**src/rtl/code_stepper_pkg.sv**
```systemverilog
package code_stepper_pkg;
  typedef enum logic [1:0] {
    LV_FLOAT = 2'd0,
    LV_UP    = 2'd1,
    LV_DN    = 2'd2
  } lvl_e;

  // Three-level button decode; 00 and 11 are both treated as floating.
  function automatic lvl_e decode_lvl(input logic [1:0] raw);
    case (raw)
      2'b01:   return LV_UP;
      2'b10:   return LV_DN;
      default: return LV_FLOAT;
    endcase
  endfunction
endpackage

```
**src/rtl/cs_sync.sv**
```systemverilog
module cs_sync #(
  parameter int W = 1
) (
  input  logic         clk,
  input  logic         rst_n,
  input  logic [W-1:0] d,
  output logic [W-1:0] q
);
  logic [W-1:0] meta;

  always_ff @(posedge clk) begin
    if (!rst_n) begin
      meta <= '0;
      q    <= '0;
    end else begin
      meta <= d;
      q    <= meta;
    end
  end
endmodule

```
**src/rtl/cs_btn_timer.sv**
```systemverilog
module cs_btn_timer
  import code_stepper_pkg::*;
#(
  parameter int DEB_TICKS  = 4096,
  parameter int HOLD_TICKS = 131072,
  parameter int REP_TICKS  = 16384
) (
  input  logic clk,
  input  logic rst_n,
  input  logic tick,
  input  logic clear,
  input  lvl_e raw,
  output logic step_up,
  output logic step_dn
);
  localparam int DW = (DEB_TICKS  > 2) ? $clog2(DEB_TICKS)  : 1;
  localparam int HW = (HOLD_TICKS > 2) ? $clog2(HOLD_TICKS) : 1;
  localparam int RW = (REP_TICKS  > 2) ? $clog2(REP_TICKS)  : 1;

  lvl_e          cand, stable;
  logic [DW-1:0] deb_cnt;
  logic [HW-1:0] hold_cnt;
  logic [RW-1:0] rep_cnt;
  logic          repeating;

  logic settle_chg, press_ev, hold_ev, repeat_ev, held, go_up;

  always_comb begin
    settle_chg = tick && (raw == cand) && (deb_cnt == DW'(DEB_TICKS - 2)) && (cand != stable);
    press_ev   = settle_chg && (cand != LV_FLOAT);
    held       = (stable != LV_FLOAT);
    hold_ev    = tick && held && !settle_chg && !repeating && (hold_cnt == HW'(HOLD_TICKS - 1));
    repeat_ev  = tick && held && !settle_chg && repeating && (rep_cnt == RW'(REP_TICKS - 1));
    go_up      = press_ev ? (cand == LV_UP) : (stable == LV_UP);
  end

  always_ff @(posedge clk) begin
    if (!rst_n || clear) begin
      cand      <= LV_FLOAT;
      stable    <= LV_FLOAT;
      deb_cnt   <= '0;
      hold_cnt  <= '0;
      rep_cnt   <= '0;
      repeating <= 1'b0;
      step_up   <= 1'b0;
      step_dn   <= 1'b0;
    end else begin
      step_up <= (press_ev || hold_ev || repeat_ev) && go_up;
      step_dn <= (press_ev || hold_ev || repeat_ev) && !go_up;
      if (tick) begin
        if (raw != cand) begin
          cand    <= raw;
          deb_cnt <= '0;
        end else if (deb_cnt != DW'(DEB_TICKS - 1)) begin
          deb_cnt <= deb_cnt + 1'b1;
        end

        if (settle_chg) begin
          stable    <= cand;
          hold_cnt  <= '0;
          rep_cnt   <= '0;
          repeating <= 1'b0;
        end else if (held) begin
          if (!repeating) begin
            if (hold_ev) begin
              repeating <= 1'b1;
              rep_cnt   <= '0;
            end else begin
              hold_cnt <= hold_cnt + 1'b1;
            end
          end else begin
            rep_cnt <= repeat_ev ? '0 : rep_cnt + 1'b1;
          end
        end
      end
    end
  end
endmodule

```
**src/rtl/cs_code_reg.sv**
```systemverilog
module cs_code_reg #(
  parameter int CODE_W = 6
) (
  input  logic              clk,
  input  logic              rst_n,
  input  logic              inc_wrap,
  input  logic              inc_sat,
  input  logic              dec_sat,
  output logic [CODE_W-1:0] code
);
  localparam logic [CODE_W-1:0] MID = CODE_W'(1) << (CODE_W - 1);
  localparam logic [CODE_W-1:0] TOP = '1;

  function automatic logic [CODE_W-1:0] wrap_up(input logic [CODE_W-1:0] c);
    return c + 1'b1;
  endfunction

  function automatic logic [CODE_W-1:0] clamp_up(input logic [CODE_W-1:0] c);
    return (c == TOP) ? c : c + 1'b1;
  endfunction

  function automatic logic [CODE_W-1:0] clamp_dn(input logic [CODE_W-1:0] c);
    return (c == '0) ? c : c - 1'b1;
  endfunction

  always_ff @(posedge clk) begin
    if (!rst_n)        code <= MID;
    else if (inc_wrap) code <= wrap_up(code);
    else if (inc_sat)  code <= clamp_up(code);
    else if (dec_sat)  code <= clamp_dn(code);
  end
endmodule

```
**src/rtl/code_stepper.sv**
```systemverilog
module code_stepper
  import code_stepper_pkg::*;
#(
  parameter int CODE_W     = 6,
  parameter int DEB_TICKS  = 4096,
  parameter int HOLD_TICKS = 131072,
  parameter int REP_TICKS  = 16384
) (
  input  logic              clk,
  input  logic              rst_n,
  input  logic              tick,
  input  logic              mode_pulse,
  input  logic              shdn,
  input  logic              pulse_in,
  input  logic [1:0]        btn_lvl,
  output logic [CODE_W-1:0] code_o
);
  logic       pulse_s, pulse_d, pulse_rise;
  logic [1:0] btn_s;
  logic       btn_clear, step_up, step_dn;
  logic       wrap_ev, up_ev, dn_ev;

  cs_sync #(.W(1)) u_pulse_sync (
    .clk(clk), .rst_n(rst_n), .d(pulse_in), .q(pulse_s)
  );

  cs_sync #(.W(2)) u_btn_sync (
    .clk(clk), .rst_n(rst_n), .d(btn_lvl), .q(btn_s)
  );

  always_ff @(posedge clk) begin
    if (!rst_n) pulse_d <= 1'b0;
    else        pulse_d <= pulse_s;
  end

  assign pulse_rise = pulse_s & ~pulse_d;
  assign btn_clear  = mode_pulse | shdn;

  cs_btn_timer #(
    .DEB_TICKS(DEB_TICKS), .HOLD_TICKS(HOLD_TICKS), .REP_TICKS(REP_TICKS)
  ) u_btn_timer (
    .clk(clk), .rst_n(rst_n), .tick(tick), .clear(btn_clear),
    .raw(decode_lvl(btn_s)), .step_up(step_up), .step_dn(step_dn)
  );

  assign wrap_ev = mode_pulse  & ~shdn & pulse_rise;
  assign up_ev   = ~mode_pulse & ~shdn & step_up;
  assign dn_ev   = ~mode_pulse & ~shdn & step_dn;

  cs_code_reg #(.CODE_W(CODE_W)) u_code (
    .clk(clk), .rst_n(rst_n), .inc_wrap(wrap_ev), .inc_sat(up_ev),
    .dec_sat(dn_ev), .code(code_o)
  );
endmodule

```
**config.mk**
```make
export PLATFORM = sky130hd
export DESIGN_NAME = code_stepper
export DESIGN_NICKNAME = d
export VERILOG_FILES = /design/src/rtl/code_stepper_pkg.sv /design/src/rtl/cs_sync.sv /design/src/rtl/cs_btn_timer.sv /design/src/rtl/cs_code_reg.sv /design/src/rtl/code_stepper.sv
export SDC_FILE = /design/constraint.sdc
export NUM_CORES = 1
export LEC_CHECK = 0
export CORE_ASPECT_RATIO = 2
export CORE_UTILIZATION = 35
export DETAILED_ROUTE_END_ITERATION = 8
export HOLD_SLACK_MARGIN = 0.12
export PLACE_DENSITY = 0.54
export SLEW_MARGIN = 30
export SYNTH_ARGS = -nofsm -noshare
export SYNTH_HDL_FRONTEND = slang
export SYNTH_HIERARCHICAL = 1
export SYNTH_SLANG_ARGS = --single-unit
```
**constraint.sdc**
```tcl
create_clock -name clk -period 4.3 [get_ports clk]
set_clock_uncertainty 0.15 [all_clocks]
set_input_delay 0.86 -clock clk [delete_from_list [all_inputs] [get_ports clk]]
set_output_delay 0.86 -clock clk [all_outputs]
set_load 0.05 [all_outputs]
```
==> reports/summary.txt, run 1 <==
Run status = complete, no violations
Antenna violations before repair = 0
Final #Nets = 389
Clock Sinks = 63
Largest stage delay, worst path = 690 ps
Area post-placement = 3312 um2
Slew @ Worst Pin = 904.3 ps
Overall Global Routing Usage = 16.26%
Bufs and invs on worst path = 1
Synth Warn # = 6
Hpwl dp = 4704 um
Die Y = 135.4 um
Post-synthesis sequential area ratio = 40.51%
Leakage = 0.001256 uW
Peak VDD IR = 0.2432 mV
Crit path max-delay family = compound AO/OA/AOI/OAI gates
Residual DRC = 0
Worst skew pair latency = 330 ps
Hold Path Depth = 1
Vias/cell = 5.435
Reg-to-Reg Start = u_btn_timer/hold_cnt[2]
RD Place Congestion = 0.8025
Worst-path clk slew = 50 ps
DR WL/cell = 13.71 um
WP depth = 6
Overall overflow remaining after global route = 0
Die ar. = 9298 um2
Root Driver = clkbuf_16
Final Hold Viols = 0
Startpoint types = input pin
Crit path capture type = register
Number of global-route vias before repair = 2566
First-pass GRT wire length = 11260 um
Crit Path Max Fanout = 24
Area Growth Syn to Fin = 16.96%
Post-CTS Resized = 0
Post-synthesis average cell area = 8.744 um2
Most common cell after layout, fill and taps aside = dfxtp_1
Met3 usage = 4.630%
RSZ-0062 raised after global routing = no
Asr flop ratio synth = 0%
Detailed Route WL = 6555 um
Critical path origin = tick
GR Layer Usage met2 = 29.08%
TritonRoute pass-1 iters = 4
Antenna diodes = 0
Worst Hold Launch = u_pulse_sync/meta
Cts bufs inserted = 9
Met1 Use GR = 16.00%
Core area = 8648 um2
Syn nets = 372
CTS tree = yes
# IOs = 14
H-tree depth = 3
Pre-CTS WS = 999.5 ps
Final hold slack = 274.2 ps
Hold Crit Class = reg2reg
Die width = 68.69 um
Clock buffer depth = 2
Tcrit/Tclk final = 69.15%
Mapped Area = 3113 um2
P per Cell Area = 389.5 nW/um2
Setup CP Type = in2reg
Netlist cell types = 55
Most used DFF post-synth = dfxtp_1
Most frequent cells in the layout = dfxtp_1, nor2_1, nand2_1, a21oi_1, o21ai_0
Critical-path top delay cell = clkdlybuf4s50_1
CP arrival = 3090 ps
Multi-input gate area = 1735 um2
Number of synthesized flops with an enable pin = 0
Post-route cell area = 3641 um2
Fillers = 914
IO Port Bufs = 13
Vias = 2598
Slew Limit Fails = 0
Final setup vio count = 0
Minimum clock period = 2973 ps
Crit-path cells = clkdlybuf4s50_1 -> o21a_1 -> o21ai_0 -> a21boi_2 -> or4_1 -> a21oi_1
Sum of negative setup slack = 0 ps
Largest net degree at the start of global routing = 25
Share of layout cells above drive strength 1 = 8.466%
Antenna viol nets, final = 0
GR peak layer = met2
Starting density of the core = 36.00%
Fmax = 0.3363 GHz
Critical Path RT = 4410 ps
Max_cap viols = 0
Cell depth of the worst flop-to-flop path = 8
Postcts setup bufs = 0
Row cnt = 48
Synth Instances = 356
Max_slew headroom = 39.36%
FF+latch area = 1261 um2
Cts hold-fix bufs = 0
PnR worst setup slack = 1327 ps
Yosys reg bits = 63
Initial DRC count = 125
-- logic make-up (layout without fill, tap and decap cells) --
logic type	count (synthesis)	after routing	synth area share [%]
AND/OR/NAND/NOR	156	156	28.14
adder cells (fa/ha/maj)	8	8	3.216
XOR/XNOR	21	21	5.908
AO/OA/AOI/OAI	82	82	16.88
buffers and inverters	21	43	3.738
multiplexers	5	5	1.608
flip-flops	63	63	40.51
-- worst register-to-register path, delay by kind of cell (launching register included) --
| family | cells | cell delay (ps) |
|---|---|---|
| flops | 1 | 400 |
| fa+ha+maj | 1 | 260 |
| compound gates | 3 | 530 |
| simple gates | 4 | 1550 |
-- per-layer routing --
layer  part of all wire [%]  vias up
li1                       -     1330
met1                     40     1232
met2                     55       26
met3                    2.5       10
met4                    2.4        0
met5                      0        -
-- area by class of cell --
cell class / count / share of cell area, %
multi-input cells: 272 / 47.66
repair buffers: 15 / 3.986
well taps: 100 / 3.436
inverters: 12 / 1.237
clock buffers: 14 / 8.076
flip-flops and latches: 63 / 34.64
clock inverters: 2 / 0.9622
-- through the flow --
| step | cells | utilization [%] | power, uW |
|---|---|---|---|
| 6_report | 478 | 42.10 | 1418 |
| 3_5_place_dp | 462 | 38.30 | 648.8 |
| 2_1_floorplan | 356 | - | 632.2 |
| 4_1_cts | 478 | 42.10 | 1435 |
| 5_1_grt | 478 | 42.10 | 1465 |
| 3_3_place_gp | 462 | 38.30 | 648.2 |
-- final timing paths --
check,to,slack [ps]
worst min-delay path,u_pulse_sync/q,270
worst max-delay path,u_btn_timer/rep_cnt[7],1330
worst max register to register,u_btn_timer/rep_cnt[7],1330
worst min register to register,u_pulse_sync/q,270
-- Yosys cell counts (all sizes together), types with 4 or more instances --
master	number	area, um2
or3	17	111.4
ha	8	100.1
nand3	17	85.08
nor2	29	108.9
xnor2	10	87.58
dfxtp	63	1261
clkbuf	4	25.02
buf	5	46.29
nand4	12	90.09
o21ai	19	95.09
a21oi	28	140.1
xor2	11	96.34
nand2	28	105.1
nor4	7	58.81
nor2b	4	25.02
inv	12	45.04
and2	9	56.30
nor3	8	40.04
o21a	7	52.55
o31ai	5	37.54
mux2i	5	50.05
or2	4	25.03
-- flip-flops by register name (all words and copies together), names as in the netlist --
register               flops
u_btn_timer/hold_cnt      17
u_btn_timer/rep_cnt       14
u_btn_timer/deb_cnt       12
u_code/code                6
u_btn_sync/meta            2
u_btn_sync/q               2
u_btn_timer/cand           2
u_btn_timer/stable         2
pulse_d                    1
u_btn_timer/repeating      1
u_btn_timer/step_dn        1
u_btn_timer/step_up        1
u_pulse_sync/meta          1
u_pulse_sync/q             1
-- report_power, final --
part / total [uW] / internal [uW] / switching, uW
clock: 782 / 526 / 256
sequential: 592 / 589 / 3.33
combinational: 43.9 / 19.2 / 24.8
No activity file was read; power rests on OpenSTA's default activity.
==> run 2: changes to the inputs <==
Clock period 4.3 ns to 3 ns, I/O delays scaled along.
==> reports/summary.txt, run 2 (synthesis gave the netlist of run 1 again) <==
Worst-path clk slew = 50 ps (about the same)
Run status = complete, no violations (unchanged)
Area Growth Syn to Fin = 18.97% (was 16.96%)
Die Y = 135.4 um (unchanged)
Slew @ Worst Pin = 747.4 ps (was 904.3 ps)
Cts bufs inserted = 9 (unchanged)
Leakage = 0.001295 uW (was 0.001256 uW)
DR WL/cell = 13.62 um (was 13.71 um)
Vias/cell = 5.449 (was 5.435)
Multi-input gate area = 1735 um2 (unchanged)
Initial DRC count = 108 (was 125)
Reg-to-Reg Start = u_btn_timer/hold_cnt[9] (was u_btn_timer/hold_cnt[2])
Post-Layout Cell Count = 485 (was 478)
Detailed Route WL = 6605 um (was 6555 um)
Peak VDD IR = 0.2988 mV (was 0.2432 mV)
TritonRoute pass-1 iters = 4 (unchanged)
Largest net degree at the start of global routing = 21 (was 25)
CP arrival = 2680 ps (was 3090 ps)
Minimum clock period = 2568 ps
Tcrit/Tclk final = 85.60%
Startpoint types = register (was input pin)
Critical Path RT = 3110 ps (was 4410 ps)
Sum of negative setup slack = 0 ps (unchanged)
Dpl cells = 470 (was 462)
IO Port Bufs = 13 (unchanged)
Crit-path cells = nand2_1 -> or3_1 -> nor4_1 -> ha_1 -> o21ai_0 -> a21boi_2 -> or4_1 -> a21oi_1 (was clkdlybuf4s50_1 -> o21a_1 -> o21ai_0 -> a21boi_2 -> or4_1 -> a21oi_1)
Final Core Density = 42.82% (was 42.10%)
Post-CTS Resized = 0 (unchanged)
Final #Nets = 397 (was 389)
Most frequent cells in the layout = dfxtp_1, nor2_1, nand2_1, a21oi_1, o21ai_0 (unchanged)
Pre-CTS WS = 317.8 ps (was 999.5 ps)
Row cnt = 48 (unchanged)
Crit path capture type = register (unchanged)
Overall overflow remaining after global route = 0 (unchanged)
Cts hold-fix bufs = 0 (unchanged)
Vias = 2643 (was 2598)
Core area = 8648 um2 (unchanged)
Residual DRC = 0 (unchanged)
Clock Sinks = 63 (unchanged)
Max_slew headroom = 49.75% (was 39.36%)
Top Registers = u_btn_timer/hold_cnt (17), u_btn_timer/rep_cnt (14), u_btn_timer/deb_cnt (12) (unchanged)
Max_cap viols = 0 (unchanged)
Hpwl dp = 4851 um (was 4704 um)
Final setup vio count = 0 (unchanged)
RSZ-0062 raised after global routing = no (unchanged)
Worst skew pair latency = 330 ps (about the same)
FF+latch area = 1261 um2 (unchanged)
Setup CP Type = reg2reg (was in2reg)
Overall Global Routing Usage = 16.44% (was 16.26%)
Starting density of the core = 36.00% (unchanged)
Crit Path Max Fanout = 20 (was 24)
Top reg by flops = u_btn_timer/hold_cnt (unchanged)
Most common cell after layout, fill and taps aside = dfxtp_1 (unchanged)
R2R setup slack = 430 ps (was 1330 ps)
H-tree depth = 3 (unchanged)
RD Place Congestion = 0.8560 (was 0.8025)
CTS tree = yes (unchanged)
Hold Crit Class = reg2reg (unchanged)
Root Driver = clkbuf_16 (unchanged)
# IOs = 14 (unchanged)
Die width = 68.69 um (unchanged)
RR Endpoint = u_btn_timer/rep_cnt[7] (unchanged)
Critical path origin = u_btn_timer/hold_cnt[9] (was tick)
PnR worst setup slack = 431.9 ps (was 1327 ps)
Slew Limit Fails = 0 (unchanged)
P per Cell Area = 556.0 nW/um2 (was 389.5 nW/um2)
Largest register FFs = 17 (unchanged)
Cell depth of the worst flop-to-flop path = 8 (unchanged)
Largest stage delay, worst path = 510 ps (was 690 ps)
Critical-path top delay cell = or4_1 (was clkdlybuf4s50_1)
Fillers = 902 (was 914)
Share of layout cells above drive strength 1 = 10.13% (was 8.466%)
Die ar. = 9298 um2 (unchanged)
Crit path to = u_btn_timer/rep_cnt[7] (unchanged)
Clock buffer depth = 2 (unchanged)
Antenna violations before repair = 0 (unchanged)
Postcts setup bufs = 0 (unchanged)
Antenna viol nets, final = 0 (unchanged)
First-pass GRT wire length = 11280 um (was 11260 um)
Fmax = 0.3894 GHz
Number of global-route vias before repair = 2537 (was 2566)
Antenna diodes = 0 (unchanged)
Total power = 2059 uW (was 1418 uW)
Final Hold Viols = 0 (unchanged)
run 2: cell count changes in the layout (fill, tap and decap cells not counted), sizes merged:
cell	before	now
buf	2	10
bufinv	1	2
clkbuf	14	12
run 2: area by class of cell:
| type | count | area share [%] |
|---|---|---|
| Sequential cell | 63 | 34.05 |
| Multi-Input combinational cell | 272 | 46.86 |
| Tap cell | 100 | 3.378 |
| Clock buffer | 12 | 7.196 |
| Timing Repair Buffer | 23 | 5.541 |
| Clock inverter | 3 | 1.757 |
| Inverter | 12 | 1.216 |
run 2: where the power goes:
part | switching (uW) | leakage [uW] | total, uW | internal [uW]
registers | 4.68 | 0.000509 | 849 | 844
clock network | 357 | 0.000165 | 1150 | 788
logic | 36.5 | 0.000622 | 65.4 | 28.9
run 2: worst min-delay path by stage:
| stage | from | endpoint | slack, ps | depth (start not counted) |
|---|---|---|---|---|
| after floorplan | u_btn_sync/meta[0] | u_btn_sync/q[0] | 260 | 1 |
| after global placement | u_pulse_sync/meta | u_pulse_sync/q | 270 | 1 |
| after detailed placement | u_pulse_sync/meta | u_pulse_sync/q | 260 | 1 |
| after CTS | u_pulse_sync/meta | u_pulse_sync/q | 270 | 1 |
| after global routing | u_pulse_sync/meta | u_pulse_sync/q | 290 | 1 |
| final | u_btn_sync/meta[0] | u_btn_sync/q[0] | 270 | 1 |
run 2: metrics by stage:
| stage | hold slack (ps) | area (um2) |
|---|---|---|
| 2_1_floorplan | 255.7 | 3113 |
| 3_3_place_gp | 266.5 | 3372 |
| 3_5_place_dp | 260.7 | 3372 |
| 4_1_cts | 272.7 | 3704 |
| 5_1_grt | 286.7 | 3704 |
| 6_report | 270.2 | 3704 |
run 2: per-layer routing:
layer	GRT usage, %	share of wire, %	up-vias
met1	15.94	39	1241
met5	0	0	-
li1	-	-	1352
met3	4.461	2.9	18
met4	10.19	3.1	0
met2	29.08	55	32
run 2: critical path, delay by kind of cell, from the launching register on:
family                     cells  cell delay, ps
AOI/OAI and AO/OA              3             490
DFF                            1             350
adders and majority gates      1             250
and+or+nand+nor                4            1280
==> run 3: changes to the inputs <==
Settings changed: CAP_MARGIN set to 25, SYNTH_HIERARCHICAL 1 to unset.
==> reports/summary.txt, run 3 <==
RSZ-0062 raised after global routing = no (unchanged)
Final setup vio count = 0 (unchanged)
Top Registers = u_btn_timer.hold_cnt (17), u_btn_timer.rep_cnt (14), u_btn_timer.deb_cnt (12) (was u_btn_timer/hold_cnt (17), u_btn_timer/rep_cnt (14), u_btn_timer/deb_cnt (12))
Vias/cell = 5.441 (was 5.449)
Post-Layout Cell Count = 490 (was 485)
Core area = 8648 um2 (unchanged)
Area post-placement = 3367 um2 (was 3372 um2)
CTS tree = yes (unchanged)
RD Place Congestion = 0.8116 (was 0.8560)
Startpoint types = register (unchanged)
Number of global-route vias before repair = 2599 (was 2537)
Row cnt = 48 (unchanged)
Count leader, synth = dfxtp_1 (unchanged)
Post-route cell area = 3666 um2 (was 3704 um2)
Most used DFF post-synth = dfxtp_1 (unchanged)
Most frequent cells in the layout = dfxtp_1, nor2_1, nand2_1, a21oi_1, nand3_1 (was dfxtp_1, nor2_1, nand2_1, a21oi_1, o21ai_0)
Area Growth Syn to Fin = 17.58% (was 18.97%)
Starting density of the core = 36.05% (was 36.00%)
Largest register FFs = 17 (unchanged)
Number of synthesized flops with an enable pin = 0 (unchanged)
Synth Warn # = 0 (was 6)
Largest net degree at the start of global routing = 20 (was 21)
Postcts setup bufs = 0 (unchanged)
Post-CTS Resized = 0 (unchanged)
H-tree depth = 3 (unchanged)
Netlist cell types = 48 (was 55)
Final #Nets = 402 (was 397)
Crit Path Max Fanout = 17 (was 20)
Top reg by flops = u_btn_timer.hold_cnt (was u_btn_timer/hold_cnt)
Setup CP Type = reg2reg (unchanged)
Max_slew headroom = 56.34% (was 49.75%)
Sum of negative setup slack = 0 ps (unchanged)
Crit path capture type = register (unchanged)
Mapped Area = 3118 um2 (was 3113 um2)
Total power = 1950 uW (was 2059 uW)
IO Port Bufs = 13 (unchanged)
Worst-path clk slew = 50 ps (about the same)
Final hold slack = 279.6 ps (was 270.2 ps)
Most common cell after layout, fill and taps aside = dfxtp_1 (unchanged)
Slew Limit Fails = 0 (unchanged)
Antenna violations before repair = 0 (unchanged)
Hold Crit Class = reg2reg (unchanged)
Critical Path RT = 3050 ps (was 3110 ps)
TritonRoute pass-1 iters = 4 (unchanged)
P per Cell Area = 532.0 nW/um2 (was 556.0 nW/um2)
Post-synth top area share = 40.45% (was 40.51%)
Cts bufs inserted = 9 (unchanged)
Share of layout cells above drive strength 1 = 7.436% (was 10.13%)
Worst skew pair latency = 320 ps (was 330 ps)
Run status = complete, no violations (unchanged)
Vias = 2666 (was 2643)
Initial DRC count = 128 (was 108)
Detailed Route WL = 6993 um (was 6605 um)
Hpwl dp = 5109 um (was 4851 um)
DR WL/cell = 14.27 um (was 13.62 um)
Post-synthesis sequential area ratio = 40.45% (was 40.51%)
Residual DRC = 0 (unchanged)
Leading area contributor after synthesis = dfxtp_1 (unchanged)
Synth Instances = 368 (was 356)
Largest cells by area after synthesis = dfxtp_1, nor2_1, xnor2_1 (was dfxtp_1, a21oi_1, nor2_1)
Fmax = 0.3647 GHz (was 0.3894 GHz)
Clock Sinks = 63 (unchanged)
Asr flop ratio synth = 0% (unchanged)
# IOs = 14 (unchanged)
Max_cap viols = 0 (unchanged)
Peak VDD IR = 0.4270 mV (was 0.2988 mV)
List of most frequent post-synthesis cells = dfxtp_1, nor2_1, a21oi_1, nand2_1, nand3_1 (was dfxtp_1, nor2_1, a21oi_1, nand2_1, o21ai_0)
Clock buffer depth = 2 (unchanged)
CP arrival = 2790 ps (was 2680 ps)
Leakage = 0.001155 uW (was 0.001295 uW)
Yosys reg bits = 63 (unchanged)
Final Hold Viols = 0 (unchanged)
First-pass GRT wire length = 11810 um (was 11280 um)
Post-synthesis average cell area = 8.473 um2 (was 8.744 um2)
Die width = 68.74 um (was 68.69 um)
Antenna diodes = 0 (unchanged)
Overall Global Routing Usage = 17.07% (was 16.44%)
Overall overflow remaining after global route = 0 (unchanged)
Tcrit/Tclk final = 91.41% (was 85.60%)
Die Y = 135.5 um (was 135.4 um)
Antenna viol nets, final = 0 (unchanged)
Cts hold-fix bufs = 0 (unchanged)
Slew @ Worst Pin = 655.0 ps (was 747.4 ps)
Die ar. = 9313 um2 (was 9298 um2)
Dpl cells = 475 (was 470)
Fillers = 899 (was 902)
Syn nets = 384 (was 372)
Root Driver = clkbuf_16 (unchanged)
Minimum clock period = 2742 ps (was 2568 ps)
## run 3: cell types whose count changed after synthesis, moves of 4 or more
cell	change
clkbuf_1	+4
o21a_1	-6
nor2_1	+13
buf_2	+4
and3_1	+4
nand4_1	+4
mux2i_1	+4
o21ai_0	-5
or3_2	-4
xnor2_1	+8
a211oi_1	+7
## run 3: routing by layer
metal / wire length (um) / up-vias / global-route usage [%]
met5: 0 / - / 0
met4: 192 / 0 / 8.957
met3: 217 / 16 / 4.630
met2: 3957 / 38 / 30.83
met1: 2626 / 1259 / 16.76
li1: - / 1353 / -
## run 3: where the power goes
part           switching [uW]  leakage [uW]  internal [uW]  total (uW)
Combinational            40.5      0.000501           29.6        70.1
Sequential               5.83      0.000509            844         850
Clock                     349      0.000145            681        1030
## run 3: cells by family after synthesis
| kind of cell | count (synthesis) | share of synthesized area, % |
|---|---|---|
| DFF | 63 | 40.45 |
| buffers and inverters | 23 | 3.090 |
| AOI/OAI and AO/OA | 66 | 13.32 |
| muxes | 10 | 3.250 |
| xor gates and xnor gates | 29 | 8.146 |
| adders and majority gates | 8 | 3.210 |
| and+or+nand+nor | 169 | 28.53 |
## run 3: final cells by class
type                    instances  area, um2  area share, %
clock buffers                  12      256.5          6.997
flip-flops and latches         63       1261          34.40
clock inverters                 3      42.54          1.160
multi-input cells             282       1760          48.02
inverters                      10      37.54          1.024
repair buffers                 20      182.7          4.983
well taps                     100      125.1          3.413
## run 3: final timing paths
kind / from / slack (ps) / endpoint / depth (start not counted)
max: u_btn_timer.hold_cnt[0] / 260 / u_btn_timer.rep_cnt[1] / 11
max reg2reg: u_btn_timer.hold_cnt[0] / 260 / u_btn_timer.rep_cnt[1] / 11
min reg2reg: u_btn_sync.meta[0] / 280 / u_btn_sync.q[0] / 1
min: u_btn_sync.meta[0] / 280 / u_btn_sync.q[0] / 1
## run 3: metrics by stage
| stage | setup WS, ps | utilization (%) |
|---|---|---|
| final | 257.8 | 42.39 |
| after floorplan | 673.0 | - |
| after global placement | 237.6 | 38.93 |
| after global routing | 24.90 | 42.39 |
| after detailed placement | 236.9 | 38.93 |
| after CTS | 231.5 | 42.39 |
## run 3: critical path: stages, from the launching register on
cell and delay [ps]:
dfxtp_1 340, ha_1 230, nand2_1 110, nor2_1 90, and3_1 220, ha_1 240
nor2_1 190, nor2_1 70, a31oi_2 500, buf_4 250, mux2i_1 180, nor2_1 50
